--- src/rtl/irq_seq_pkg.sv ---
package irq_seq_pkg;
  localparam int WORD_W = 16;
  localparam int PRI_W  = 3;
  localparam int VEC_W  = 8;

  typedef enum logic [1:0] {
    ADDR_PUSH  = 2'd0,
    ADDR_POP   = 2'd1,
    ADDR_TABLE = 2'd2
  } addr_sel_e;

  typedef struct packed {
    logic      enterLoad;
    logic      useExc;
    logic      pushStep;
    logic      popStep;
    logic      ldPc;
    logic      ldPsr;
    logic      finish;
    logic      wdSelPc;
    addr_sel_e addrSel;
  } ctl_t;
endpackage

--- src/rtl/irq_seq_ctrl.sv ---
module irq_seq_ctrl
  import irq_seq_pkg::*;
(
  input  logic             clk,
  input  logic             rstN,
  input  logic             boundary,
  input  logic             retValid,
  input  logic             reqValid,
  input  logic             reqEnable,
  input  logic [PRI_W-1:0] reqPri,
  input  logic [PRI_W-1:0] curPri,
  input  logic             curUser,
  input  logic             memReady,
  output logic             memReq,
  output logic             memWe,
  output logic             busy,
  output ctl_t             ctl
);
  typedef enum logic [2:0] {
    ST_IDLE, ST_WR_PSR, ST_WR_PC, ST_RD_VEC, ST_RD_PC, ST_RD_PSR
  } state_e;

  state_e state, stateNext;
  logic reqOk;

  assign reqOk = boundary && reqValid && reqEnable && (reqPri > curPri);
  assign busy  = (state != ST_IDLE);

  always_comb begin
    stateNext = state;
    ctl       = '0;
    memReq    = 1'b0;
    memWe     = 1'b0;
    unique case (state)
      ST_IDLE: begin
        if (boundary && retValid) begin
          if (curUser) begin
            ctl.enterLoad = 1'b1;
            ctl.useExc    = 1'b1;
            stateNext     = ST_WR_PSR;
          end else begin
            stateNext = ST_RD_PC;
          end
        end else if (reqOk) begin
          ctl.enterLoad = 1'b1;
          stateNext     = ST_WR_PSR;
        end
      end
      ST_WR_PSR, ST_WR_PC: begin
        memReq      = 1'b1;
        memWe       = 1'b1;
        ctl.addrSel = ADDR_PUSH;
        ctl.wdSelPc = (state == ST_WR_PC);
        if (memReady) begin
          ctl.pushStep = 1'b1;
          stateNext    = (state == ST_WR_PSR) ? ST_WR_PC : ST_RD_VEC;
        end
      end
      ST_RD_VEC: begin
        memReq      = 1'b1;
        ctl.addrSel = ADDR_TABLE;
        if (memReady) begin
          ctl.ldPc   = 1'b1;
          ctl.finish = 1'b1;
          stateNext  = ST_IDLE;
        end
      end
      ST_RD_PC: begin
        memReq      = 1'b1;
        ctl.addrSel = ADDR_POP;
        if (memReady) begin
          ctl.ldPc    = 1'b1;
          ctl.popStep = 1'b1;
          stateNext   = ST_RD_PSR;
        end
      end
      ST_RD_PSR: begin
        memReq      = 1'b1;
        ctl.addrSel = ADDR_POP;
        if (memReady) begin
          ctl.ldPsr  = 1'b1;
          ctl.finish = 1'b1;
          stateNext  = ST_IDLE;
        end
      end
      default: stateNext = ST_IDLE;
    endcase
  end

  always_ff @(posedge clk or negedge rstN) begin
    if (!rstN) state <= ST_IDLE;
    else       state <= stateNext;
  end

  AST_IDLE_QUIET: assert property (@(posedge clk) disable iff (!rstN)
    !busy |-> !memReq);
endmodule

--- src/rtl/irq_seq_dp.sv ---
module irq_seq_dp
  import irq_seq_pkg::*;
#(
  parameter logic [WORD_W-1:0] RST_PSR    = 16'h8002,
  parameter logic [WORD_W-1:0] RST_R6     = 16'h5000,
  parameter logic [WORD_W-1:0] RST_SSP    = 16'h3000,
  parameter logic [WORD_W-1:0] TABLE_BASE = 16'h0100,
  parameter logic [VEC_W-1:0]  EXC_VEC    = 8'h02
) (
  input  logic              clk,
  input  logic              rstN,
  input  ctl_t              ctl,
  input  logic [PRI_W-1:0]  reqPri,
  input  logic [VEC_W-1:0]  reqVec,
  input  logic [WORD_W-1:0] pcIn,
  input  logic [WORD_W-1:0] memRdata,
  input  logic              memReq,
  input  logic              memReady,
  output logic [WORD_W-1:0] memAddr,
  output logic [WORD_W-1:0] memWdata,
  output logic [WORD_W-1:0] psrQ,
  output logic [WORD_W-1:0] r6Q,
  output logic [WORD_W-1:0] pcQ,
  output logic              doneQ
);
  localparam int PRI_LO = 8;
  localparam int PRI_HI = PRI_LO + PRI_W - 1;
  localparam int USR_B  = WORD_W - 1;

  logic [WORD_W-1:0] sspQ, uspQ, savedPsr, savedPc;
  logic [VEC_W-1:0]  vecQ;
  logic [WORD_W-1:0] r6Al, r6Dn, r6Up, psrEnter;
  logic [PRI_W-1:0]  priNew;

  assign r6Al   = {r6Q[WORD_W-1:1], 1'b0};
  assign r6Dn   = r6Al - WORD_W'(2);
  assign r6Up   = r6Al + WORD_W'(2);
  assign priNew = ctl.useExc ? psrQ[PRI_HI:PRI_LO] : reqPri;

  always_comb begin
    psrEnter                = psrQ;
    psrEnter[USR_B]         = 1'b0;
    psrEnter[PRI_HI:PRI_LO] = priNew;
  end

  always_comb begin
    unique case (ctl.addrSel)
      ADDR_PUSH:  memAddr = r6Dn;
      ADDR_POP:   memAddr = r6Al;
      default:    memAddr = TABLE_BASE + {{(WORD_W-VEC_W){1'b0}}, vecQ[VEC_W-1:1], 1'b0};
    endcase
  end

  assign memWdata = ctl.wdSelPc ? savedPc : savedPsr;

  always_ff @(posedge clk or negedge rstN) begin
    if (!rstN) begin
      psrQ     <= RST_PSR;
      r6Q      <= RST_R6;
      sspQ     <= RST_SSP;
      uspQ     <= RST_R6;
      savedPsr <= '0;
      savedPc  <= '0;
      vecQ     <= '0;
      pcQ      <= '0;
      doneQ    <= 1'b0;
    end else begin
      doneQ <= ctl.finish;
      if (ctl.enterLoad) begin
        savedPsr <= psrQ;
        savedPc  <= pcIn;
        vecQ     <= ctl.useExc ? EXC_VEC : reqVec;
        psrQ     <= psrEnter;
        if (psrQ[USR_B]) begin
          uspQ <= r6Q;
          r6Q  <= sspQ;
        end
      end
      if (ctl.pushStep) r6Q <= r6Dn;
      if (ctl.popStep)  r6Q <= r6Up;
      if (ctl.ldPc)     pcQ <= memRdata;
      if (ctl.ldPsr) begin
        psrQ <= memRdata;
        if (memRdata[USR_B]) begin
          sspQ <= r6Up;
          r6Q  <= uspQ;
        end else begin
          r6Q <= r6Up;
        end
      end
    end
  end

  AST_R6_HOLD_WAIT: assert property (@(posedge clk) disable iff (!rstN)
    memReq && !memReady |=> $stable(r6Q));
endmodule

--- src/rtl/irq_seq.sv ---
module irq_seq
  import irq_seq_pkg::*;
#(
  parameter logic [15:0] RST_PSR    = 16'h8002,
  parameter logic [15:0] RST_R6     = 16'h5000,
  parameter logic [15:0] RST_SSP    = 16'h3000,
  parameter logic [15:0] TABLE_BASE = 16'h0100,
  parameter logic [7:0]  EXC_VEC    = 8'h02
) (
  input  logic        clk,
  input  logic        rstN,
  input  logic        boundary,
  input  logic        retValid,
  input  logic        reqValid,
  input  logic        reqEnable,
  input  logic [2:0]  reqPri,
  input  logic [7:0]  reqVec,
  input  logic [15:0] pcIn,
  output logic        memReq,
  output logic        memWe,
  output logic [15:0] memAddr,
  output logic [15:0] memWdata,
  input  logic [15:0] memRdata,
  input  logic        memReady,
  output logic        busy,
  output logic        done,
  output logic [15:0] pcOut,
  output logic [15:0] psrOut,
  output logic [15:0] r6Out
);
  ctl_t ctl;

  irq_seq_ctrl u_ctrl (
    .clk(clk), .rstN(rstN), .boundary(boundary), .retValid(retValid),
    .reqValid(reqValid), .reqEnable(reqEnable), .reqPri(reqPri),
    .curPri(psrOut[10:8]), .curUser(psrOut[15]), .memReady(memReady),
    .memReq(memReq), .memWe(memWe), .busy(busy), .ctl(ctl)
  );

  irq_seq_dp #(
    .RST_PSR(RST_PSR), .RST_R6(RST_R6), .RST_SSP(RST_SSP),
    .TABLE_BASE(TABLE_BASE), .EXC_VEC(EXC_VEC)
  ) u_dp (
    .clk(clk), .rstN(rstN), .ctl(ctl), .reqPri(reqPri), .reqVec(reqVec),
    .pcIn(pcIn), .memRdata(memRdata), .memReq(memReq), .memReady(memReady),
    .memAddr(memAddr), .memWdata(memWdata), .psrQ(psrOut), .r6Q(r6Out),
    .pcQ(pcOut), .doneQ(done)
  );

  AST_HOLD_ADDR: assert property (@(posedge clk) disable iff (!rstN)
    memReq && !memReady |=> memReq && $stable(memAddr));
  AST_PUSH_SUPER: assert property (@(posedge clk) disable iff (!rstN)
    memReq && memWe |-> !psrOut[15]);
  AST_STACK_ALIGN: assert property (@(posedge clk) disable iff (!rstN)
    memReq && memWe |-> !memAddr[0]);
  AST_DONE_IDLE: assert property (@(posedge clk) disable iff (!rstN)
    done |-> !busy);
endmodule

--- config.mk ---
export PLATFORM = sky130hd
export DESIGN_NAME = irq_seq
export DESIGN_NICKNAME = d
export VERILOG_FILES = /design/src/rtl/irq_seq_pkg.sv /design/src/rtl/irq_seq_ctrl.sv /design/src/rtl/irq_seq_dp.sv /design/src/rtl/irq_seq.sv
export SDC_FILE = /design/constraint.sdc
export NUM_CORES = 1
export LEC_CHECK = 0
export BUFFER_PORTS_ARGS = -buffer_cell sky130_fd_sc_hd__buf_2
export CORE_UTILIZATION = 50
export CTS_CLUSTER_DIAMETER = 150
export DETAILED_ROUTE_END_ITERATION = 12
export HOLD_SLACK_MARGIN = 0.1
export PLACE_DENSITY_LB_ADDON = 0.3
export SLEW_MARGIN = 5
export SYNTH_ARGS = -nofsm -noshare
export SYNTH_HDL_FRONTEND = slang
export SYNTH_SLANG_ARGS = --single-unit
export TNS_END_PERCENT = 100
--- constraint.sdc ---
create_clock -name clk -period 2.35 [get_ports clk]
set_clock_uncertainty 0.15 [all_clocks]
set_input_delay 0.1175 -clock clk [delete_from_list [all_inputs] [get_ports clk]]
set_output_delay 0.1175 -clock clk [all_outputs]
set_load 0.02 [all_outputs]
==> flow_metrics.py, run 1 <==
metrics = {
    "outcome": {
        "status": "finished with violations",
        "violations": "setup timing",
    },
    "power": {
        "ir_drop_mv": 0.893,
        "power_density_nw_per_um2": 1400,
        "power.total_mw": 12.8,
        "p_leak_nw": 4.42,
    },
    "critical_path": {
        "critical_path.max_fanout": 7,
        "critPathRequiredTime_ns": 2.08,
        "crit_type": "reg -> out",
        "crit_chain": "buf_6, nor3_4, nand2_2, or3_4, a21oi_2, nand2b_1, o31ai_1, buf_2",
        "start_kind": "flop",
        "reg2reg_depth": 9,
        "critPathSlowestCell": "dfrtp_1",
        "cp-end-kind": "primary output",
        "path_buf_inv": 2,
        "critical_path.top_delay_family": "simple AND/OR/NAND/NOR gates",
        "cp.depth": 8,
        "rrSetupSlack_ns": 0.03,
        "arrival_ns": 2.18,
        "max_stage_delay_ns": 0.45,
    },
    "timing": {
        "worst_slew_pin_slew_ns": 0.515,
        "fin_hold_ws_ns": 0.146,
        "finalHoldViolCount": 0,
        "relSlewSlack_pct": 65.7,
        "fin_tns_setup_ns": -0.190,
        "fin_crit_ns": 2.44,
        "slew_violations": 0,
        "worst_slack_ns": -0.0950,
        "fmax_mhz": 409,
        "grt_setup_unrepaired": "true",
        "setup_viol": 4,
        "post-route-period-util_pct": 104,
    },
    "global_route": {
        "grt_pass1_vias": 6358,
        "antenna_found_initial": 0,
        "grt_overflow": 0,
        "grt_max_degree": 65,
        "grt_pass1_wl_um": 32900,
        "track_usage_pct": 33.3,
    },
    "placement": {
        "dpl-instance-area_um2": 7720,
        "place_hpwl_um": 14000,
        "pre_cts_ws_ns": 0.0737,
        "gp_congestion": 0.918,
        "port_buffers": 131,
    },
    "detailed_routing": {
        "wl_met2_um": 10300,
        "viasPerCell": 5.86,
        "vias": 6512,
        "wire_per_inst_um": 19.2,
        "dr.max_layer_used": "met4",
        "wl_met1_um": 8690,
        "routed_wl_um": 21300,
        "wl_met3_um": 1650,
        "ant_nets": 0,
        "drc_errors": 0,
        "first_pass_iters": 6,
        "dr.first_iter.drc_count": 628,
    },
    "die": {
        "start_util_pct": 52.3,
        "die_w_um": 115,
        "core_area_um2": 12200,
        "io_pins": 134,
        "fp-row-count": 40,
        "die_area_um2": 13200,
        "chipHeight_um": 115,
    },
    "synthesis": {
        "synth.distinct_cells": 59,
        "syn-instance-count": 698,
        "synth_area_um2": 6380,
        "synth-seq-cells": 122,
        "yosys-top-cells-area": "dfrtp_1 45%, nand2_1 11%, mux2_1 7.4%, dfstp_2 3.3%, a21oi_1 2.1%",
        "ys.flop_type": "dfrtp_1",
        "syn-num-nets": 753,
        "synth-edff-count": 0,
        "synth_area_per_cell_um2": 9.14,
        "seq_area_frac_synth_pct": 48.0,
        "yosysTopAreaCellShare_pct": 44.7,
        "yosys_warnings": 0,
        "synth_top_cell_by_area": "dfrtp_1",
        "async_flop_share_pct": 100,
    },
    "final_layout": {
        "final_cell_area_um2": 9120,
        "mostFrequentLayoutCells": "192 x nand2_1, 123 x buf_2, 109 x dfrtp_1, 78 x buf_4, 44 x dlygate4sd3_1",
        "drive_gt1_share_pct": 33.4,
        "fill_cells": 861,
        "areaGrowthSynthToFinish_pct": 42.9,
        "final_common_cell": "nand2_1",
        "finalNetCount": 985,
    },
    "min_path": {
        "min_path_cells": 4,
        "hold_path.class": "in -> reg",
    },
    "job": {
        "drv_cap": 0,
    },
    "clock_tree": {
        "numClockSinks": 122,
        "clk_latency_ns": 0.42,
        "cts_buffers": 17,
        "clockBufferDepth": 2,
        "path_clk_slew_ns": 0.06,
        "cts_htree_levels": 4,
        "cts_tree": "done",
        "root_buffer": "clkbuf_16",
    },
}
==> final cells by class <==
cell class                      count  area [um^2]  share of cell area, %
Antenna cell                        1         2.50                 0.0274
Clock buffer                       19          443                   4.86
Clock inverter                     13          144                   1.58
Inverter                           12         47.5                  0.521
Multi-Input combinational cell    515         3280                   36.0
Sequential cell                   122         3070                   33.6
Tap cell                          168          210                   2.30
Timing Repair Buffer              262         1920                   21.1
==> repair_timing <==
item                                    CTS  global route
endpoints found under the setup margin   18            56
pin swaps                                10             6
hold endpoints to repair                178             0
buffers inserted                          7             9
resized for setup                        27            38
gates cloned                              0             1
hold buffers                             45             0
==> final timing paths <==
check	end	start
worst max-delay path	memAddr[14]	u_dp.r6Q[7]
worst min-delay path	u_dp.psrQ[15]	retValid
worst max register to register	u_dp.r6Q[7]	u_dp.r6Q[1]
worst min register to register	u_dp.sspQ[12]	u_dp.sspQ[12]
max in group asynchronous	u_dp.vecQ[7]	rstN
min in group asynchronous	u_dp.uspQ[14]	rstN
==> worst min-delay path, delay by kind of cell <==
family          cells  cell delay, ns
compound gates      2            0.29
buf+inv             1            0.10
simple gates        1            0.20
==> Yosys cell counts (4+ instances only) <==
master    number
a221oi_1       4
nand4_1        6
mux2_1        42
xnor2_1       11
a22o_1        11
o21ai_1       26
a21o_1         5
nand2b_1       4
buf_2         11
clkbuf_1      31
nand3_1       15
ha_1           5
dfrtp_1      114
nand2_1      194
and3_1         9
o21ai_0       17
a221o_1        4
xor2_1         9
a22oi_1        7
inv_1         10
a31oi_1       10
a211oi_1       4
a21oi_1       27
o22ai_1        9
nor3_1        14
nor2_1        25
dfstp_2        8
nor4_1         5
mux2_2         6
nor3b_1        4
==> report_power, final <==
group          internal, mW  switching [mW]  total, mW
clock                  1.59            1.01       2.60
combinational          2.71            3.75       6.46
sequential             2.98           0.718       3.70
==> state kept, by name, summed over array words and instances (netlist names), 3 cells and up <==
signal         count
u_dp.sspQ         15
u_dp.pcQ          16
u_ctrl.state       3
u_dp.uspQ         16
u_dp.r6Q          16
u_dp.savedPc      16
u_dp.psrQ         16
u_dp.savedPsr     16
u_dp.vecQ          7
==> per-layer routing <==
metal / up-vias / track usage (%)
met5: - / 0
met4: 0 / 14.2
met3: 75 / 7.27
met2: 366 / 53.6
met1: 3168 / 43.6
li1: 2903 / -
==> cell families after synthesis <==
logic type / after synthesis / share of synthesized area [%]
compound gates: 145 / 15.0
xor+xnor: 20 / 2.75
fa+ha+maj: 5 / 0.980
buf+inv: 61 / 4.10
flops: 122 / 48.0
mux: 51 / 8.94
other cells: 1 / 0.0588
simple gates: 293 / 20.2
==> stage by stage <==
step / utilization [%] / instances
after floorplan: - / 698
after global placement: 63.2 / 1018
after detailed placement: 63.2 / 1018
after CTS: 73.0 / 1102
after global routing: 74.7 / 1111
final: 74.7 / 1112
Note: power is estimated with default switching activity, not from simulation.
==> inputs of run 2 (changes only) <==
--- a/config.mk
+++ b/config.mk
@@ -12,4 +12,6 @@
 export HOLD_SLACK_MARGIN = 0.1
 export PLACE_DENSITY_LB_ADDON = 0.3
+export RECOVER_POWER = 25
+export REMOVE_ABC_BUFFERS = 1
 export SLEW_MARGIN = 5
 export SYNTH_ARGS = -nofsm -noshare
==> constraint.sdc (replaced) <==
create_clock -name clk -period 2.35 [get_ports clk]
set_clock_uncertainty 0.15 [all_clocks]
set_input_delay 0 -clock clk [delete_from_list [all_inputs] [get_ports clk]]
set_output_delay 0 -clock clk [all_outputs]
set_load 0.02 [all_outputs]
==> run 2 against run 1 <==
The run still ends with setup timing left. First-iteration DRC count shrank 12%. Sequential share of layout area rose by 0.71 points. Worst hold slack improved by 0.011 ns. Sequential power fell by 2%. Flip-flop and latch count unchanged. Cell count fell by 1.2%. Utilization decreased by 1.6 points. Non-clock buffer count shrank 12. Maximum frequency is 2.1% higher. Global-route usage shrank 0.37 points. Register-to-register slack hardly changed. Critical path type unchanged. Critical endpoint is now memAddr[12]. Largest power group unchanged.
==> flow_metrics.py, run 2 (synthesis results as in run 1) <==
metrics = {
    "placement": {
        "dpl-instance-area_um2": 7490,
        "gp_congestion": 0.982,
        "port_buffers": 131,
        "place_hpwl_um": 12700,
        "pre_cts_ws_ns": 0.0334,
    },
    "timing": {
        "grt_setup_unrepaired": "true",
        "finalHoldViolCount": 0,
        "post-route-period-util_pct": 102,
        "slew_violations": 0,
        "relSlewSlack_pct": 32.1,
        "worst_slack_ns": -0.0435,
        "worst_slew_pin_slew_ns": 1.02,
        "fin_tns_setup_ns": -0.0435,
        "fmax_mhz": 418,
        "setup_viol": 1,
        "fin_crit_ns": 2.39,
    },
    "min_path": {
        "holdPathEnd": "u_dp.savedPc[9]",
        "min_path_cells": 4,
        "hold_path.class": "in -> reg",
        "min-delay-start": "pcIn[9]",
    },
    "die": {
        "start_util_pct": 52.3,
        "chipHeight_um": 115,
        "core_area_um2": 12200,
        "fp-row-count": 40,
        "die_area_um2": 13200,
        "die_w_um": 115,
        "io_pins": 134,
    },
    "critical_path": {
        "arrival_ns": 2.24,
        "cp-end-kind": "primary output",
        "critPathRequiredTime_ns": 2.20,
        "crit_chain": "or3_4, or3_4, nor3_4, nand2_1, o21ai_2, buf_6",
        "reg2reg_depth": 9,
        "r2r_end": "u_dp.r6Q[11]",
        "critical_path.top_delay_family": "simple AND/OR/NAND/NOR gates",
        "crit_top_cell": "or3_4",
        "max_stage_delay_ns": 0.44,
        "rrSetupSlack_ns": 0.03,
        "crit_type": "reg -> out",
        "critical_path.max_fanout": 4,
        "critPathSlowestCell": "dfrtp_1",
        "path_buf_inv": 1,
        "start_kind": "flop",
        "reg2reg_from": "u_dp.psrQ[10]",
    },
    "power": {
        "power_density_nw_per_um2": 1410,
        "p_leak_nw": 4.24,
        "ir_drop_mv": 0.848,
        "power.total_mw": 12.6,
    },
    "final_layout": {
        "diodes": 0,
        "mostFrequentLayoutCells": "191 x nand2_1, 110 x dfrtp_1, 93 x buf_2, 62 x buf_4, 52 x dlygate4sd3_1",
        "drive_gt1_share_pct": 27.2,
        "finalNetCount": 973,
        "areaGrowthSynthToFinish_pct": 39.9,
        "fill_cells": 870,
        "final_util_pct": 73.1,
        "final_common_cell": "nand2_1",
        "final_cell_area_um2": 8930,
    },
    "global_route": {
        "grt_overflow": 0,
        "track_usage_pct": 32.9,
        "grt_pass1_wl_um": 32900,
        "grt_max_degree": 76,
        "grt_pass1_vias": 6498,
        "antenna_found_initial": 0,
    },
    "detailed_routing": {
        "vias": 6464,
        "dr.first_iter.drc_count": 554,
        "ant_nets": 0,
        "first_pass_iters": 5,
        "routed_wl_um": 21100,
        "viasPerCell": 5.88,
        "drc_errors": 0,
        "wire_per_inst_um": 19.2,
    },
    "job": {
        "drv_cap": 0,
    },
    "clock_tree": {
        "root_buffer": "clkbuf_16",
        "clk_latency_ns": 0.42,
        "cts_tree": "done",
        "cts_buffers": 17,
        "cts_htree_levels": 4,
        "path_clk_slew_ns": 0.06,
        "numClockSinks": 122,
        "clockBufferDepth": 2,
    },
    "outcome": {
        "violations": "setup timing",
        "status": "finished with violations",
    },
}
-- run 2: cell types whose count changed in the layout (fill, tap and decap cells not counted), sizes merged --
cell and delta:
clkbuf +38, bufinv +3, clkinv -2, buf -55, dlygate4sd3 +8, diode -1
inv -2, clkinvlp -2
-- run 2: worst min-delay path: stages --
cell and delay, ns:
dlygate4sd3_1 0.52, buf_2 0.09, nand2_1 0.04, nand2_1 0.05
-- run 2: report_power, final --
| part | switching [mW] | internal [mW] | leakage (nW) |
|---|---|---|---|
| registers | 0.663 | 2.98 | 1.54 |
| clock network | 0.956 | 1.97 | 0.317 |
| logic | 3.69 | 2.37 | 2.39 |
| total | 5.31 | 7.32 | 4.24 |
-- run 2: worst max path at each step --
stage | from | depth (start not counted) | slack [ns] | end
2_1_floorplan | u_ctrl.state[2] | 6 | -0.72 | u_dp.r6Q[11]
3_3_place_gp | u_dp.psrQ[10] | 7 | 0.11 | u_dp.r6Q[3]
3_5_place_dp | u_dp.r6Q[1] | 8 | 0.03 | u_dp.r6Q[7]
4_1_cts | u_dp.r6Q[2] | 8 | -0.002 | memAddr[9]
5_1_grt | u_dp.r6Q[7] | 6 | -0.14 | memAddr[12]
6_report | u_dp.r6Q[7] | 6 | -0.04 | memAddr[12]
-- run 2: metal layers --
metal	global-route usage [%]	part of all wire, %	vias to the layer above	wire, um
li1	-	-	2888	-
met1	40.0	40	3135	8490
met2	54.2	48	376	10100
met3	8.70	8.5	65	1790
met4	16.7	3.3	0	685
met5	0	0	-	0
-- run 2: repair_timing --
item                                    CTS  global route
buffers inserted                          9             6
hold endpoints to repair                202             0
hold buffers                             52             0
endpoints found under the setup margin   14            36
pin swaps                                 3             5
resized for setup                        27            24
-- run 2: layout make-up --
| class | instances | area, um^2 | share of cell area, % |
|---|---|---|---|
| Clock buffer | 22 | 474 | 5.31 |
| Clock inverter | 10 | 188 | 2.10 |
| Inverter | 12 | 45.0 | 0.504 |
| Multi-Input combinational cell | 515 | 3230 | 36.2 |
| Sequential cell | 122 | 3070 | 34.4 |
| Tap cell | 168 | 210 | 2.35 |
| Timing Repair Buffer | 250 | 1710 | 19.2 |
-- run 2: per-stage QoR --
stage                     cells  hold WS [ns]
after floorplan             649        -0.446
after global placement     1000        -0.247
after detailed placement   1000        -0.243
after CTS                  1093         0.145
after global routing       1099         0.173
final                      1099         0.157
==> inputs of run 3 (changes only) <==
Settings changed: PLACE_DENSITY from default to 0.78, PLACE_DENSITY_LB_ADDON 0.3 to default.
==> run 3 against run 2 <==
Critical path type unchanged. Critical path depth increased by 1. Critical endpoint is now memAddr[7]. Die area stayed put. Wire length grew 8.5%. First-iteration DRC count rose by 11%. Clock power down 9.9%. Flip-flop and latch count unchanged. Worst hold slack worse by 0.0040 ns. Final area grew 0.70%. The flow still finishes with violations (setup timing). Utilization grew 0.51 points. Sequential share of layout area down 0.23 points. Worst setup slack improved by 0.0025 ns. Via count is 3.2% higher.
==> flow_metrics.py, run 3 (synthesis results as in run 1) <==
metrics = {
    "die": {
        "die_area_um2": 13200,
        "chipHeight_um": 115,
        "core_area_um2": 12200,
        "fp-row-count": 40,
        "io_pins": 134,
        "start_util_pct": 52.3,
        "die_w_um": 115,
    },
    "detailed_routing": {
        "drc_errors": 0,
        "first_pass_iters": 8,
        "viasPerCell": 6.01,
        "routed_wl_um": 22900,
        "wire_per_inst_um": 20.6,
        "dr.first_iter.drc_count": 613,
        "vias": 6670,
        "ant_nets": 0,
    },
    "outcome": {
        "violations": "setup timing",
        "status": "finished with violations",
    },
    "critical_path": {
        "rrSetupSlack_ns": 0.06,
        "reg2reg_from": "u_dp.r6Q[2]",
        "arrival_ns": 2.24,
        "start_kind": "flop",
        "reg2reg_depth": 8,
        "critical_path.max_fanout": 4,
        "r2r_end": "u_dp.r6Q[7]",
        "critPathRequiredTime_ns": 2.20,
        "cp-end-kind": "primary output",
        "crit_type": "reg -> out",
    },
    "timing": {
        "fin_tns_setup_ns": -0.0763,
        "relSlewSlack_pct": 44.3,
        "fmax_mhz": 418,
        "fin_crit_ns": 2.39,
        "fin_hold_ws_ns": 0.153,
        "setup_viol": 2,
        "worst_slew_pin_slew_ns": 0.836,
        "grt_setup_unrepaired": "true",
        "finalHoldViolCount": 0,
        "post-route-period-util_pct": 102,
        "slew_violations": 0,
        "worst_slack_ns": -0.0410,
    },
    "final_layout": {
        "finalNetCount": 984,
        "diodes": 0,
        "final_util_pct": 73.6,
        "drive_gt1_share_pct": 29.3,
        "final_cell_count_no_fill": 1110,
        "final_cell_area_um2": 8990,
        "final_common_cell": "nand2_1",
        "areaGrowthSynthToFinish_pct": 40.9,
        "mostFrequentLayoutCells": "190 x nand2_1, 109 x dfrtp_1, 92 x buf_2, 76 x buf_4, 49 x dlygate4sd3_1",
    },
    "placement": {
        "dpl-instance-area_um2": 7520,
        "port_buffers": 131,
        "gp_congestion": 0.956,
        "placed_cells_incl_taps": 1007,
        "pre_cts_ws_ns": 0.0168,
        "place_hpwl_um": 13600,
    },
    "min_path": {
        "holdPathEnd": "u_dp.savedPc[1]",
        "min-delay-start": "pcIn[1]",
        "min_path_cells": 4,
        "hold_path.class": "in -> reg",
    },
    "power": {
        "power_density_nw_per_um2": 1410,
        "clkPwrFrac_pct": 20.7,
        "p_comb_share_pct": 50.0,
        "p_leak_nw": 4.28,
        "p_int_mw": 7.05,
        "switching_share_pct": 44.4,
        "ir_drop_mv": 0.847,
        "p_switching_mw": 5.64,
        "power.total_mw": 12.7,
        "p_seq_share_pct": 29.3,
    },
    "global_route": {
        "grt_pass1_vias": 6745,
        "track_usage_pct": 34.8,
        "grt_max_degree": 52,
        "grt_pass1_wl_um": 34700,
        "grt_overflow": 0,
        "grtUsageMet1_pct": 41.5,
        "grt_use_met3_pct": 9.33,
        "antenna_found_initial": 0,
        "grt_util_met2_pct": 57.9,
        "grt.busiest_layer": "met2",
    },
    "clock_tree": {
        "cts_htree_levels": 4,
        "cts_tree": "done",
        "clockBufferDepth": 2,
        "numClockSinks": 122,
        "cts_buffers": 17,
        "path_clk_slew_ns": 0.06,
        "clk_latency_ns": 0.42,
        "root_buffer": "clkbuf_16",
    },
    "job": {
        "drv_cap": 0,
    },
}
run 3: cell types whose count changed in the layout (fill, tap and decap cells not counted), sizes merged:
| cell | delta |
|---|---|
| clkinvlp | -1 |
| clkbuf | -4 |
| inv | +5 |
| clkinv | +4 |
| dlygate4sd3 | -3 |
| buf | +13 |
| bufinv | -3 |
run 3: repair_timing:
item                       CTS  global route
setup endpoints to repair   12            77
gates resized for setup     34            35
setup buffers                9            11
gates cloned                 0             1
hold endpoints to repair   198             0
pin swaps                    6             6
hold buffers                50             0
run 3: critical path, cell delays in order, from the launching register on:
cell and delay (ns):
dfrtp_1 0.42, inv_2 0.09, ha_4 0.14, or4b_4 0.54
nor2_4 0.13, xnor2_2 0.10, a21oi_2 0.21, buf_4 0.17
run 3: power by group through the flow:
stage / Sequential, mW / Combinational, mW / Clock, mW
after floorplan: 4.10 / 2.75 / 0
after global placement: 3.59 / 5.35 / 0
after detailed placement: 3.65 / 5.49 / 0
after CTS: 3.66 / 5.91 / 2.63
after global routing: 3.80 / 6.75 / 2.73
final: 3.72 / 6.35 / 2.63
run 3: worst max path at each step:
| stage | slack (ns) | cells after the start | end | start |
|---|---|---|---|---|
| 2_1_floorplan | -0.72 | 6 | u_dp.r6Q[11] | u_ctrl.state[2] |
| 3_3_place_gp | 0.10 | 8 | u_dp.r6Q[7] | u_dp.r6Q[2] |
| 3_5_place_dp | 0.02 | 8 | u_dp.r6Q[7] | u_dp.r6Q[1] |
| 4_1_cts | -0.02 | 8 | memAddr[14] | u_dp.r6Q[9] |
| 5_1_grt | -0.12 | 10 | memAddr[15] | u_dp.r6Q[2] |
| 6_report | -0.04 | 7 | memAddr[7] | u_dp.r6Q[2] |
run 3: final cells by class:
type / count / area [um^2]
multi-input combinational: 515 / 3300
tap: 168 / 210
fill: 871 / 3220
clock buffer: 17 / 425
inverter: 12 / 45.0
clock inverter: 15 / 161
timing repair buffer: 261 / 1780
sequential: 122 / 3070
run 3: routing by layer:
layer  part of all wire, %  wire, um  up-vias
met5                     0         0        -
met4                   4.1       937        0
met3                   9.4      2140      102
met2                    48     11000      425
met1                    38      8740     3246
li1                      -         -     2897
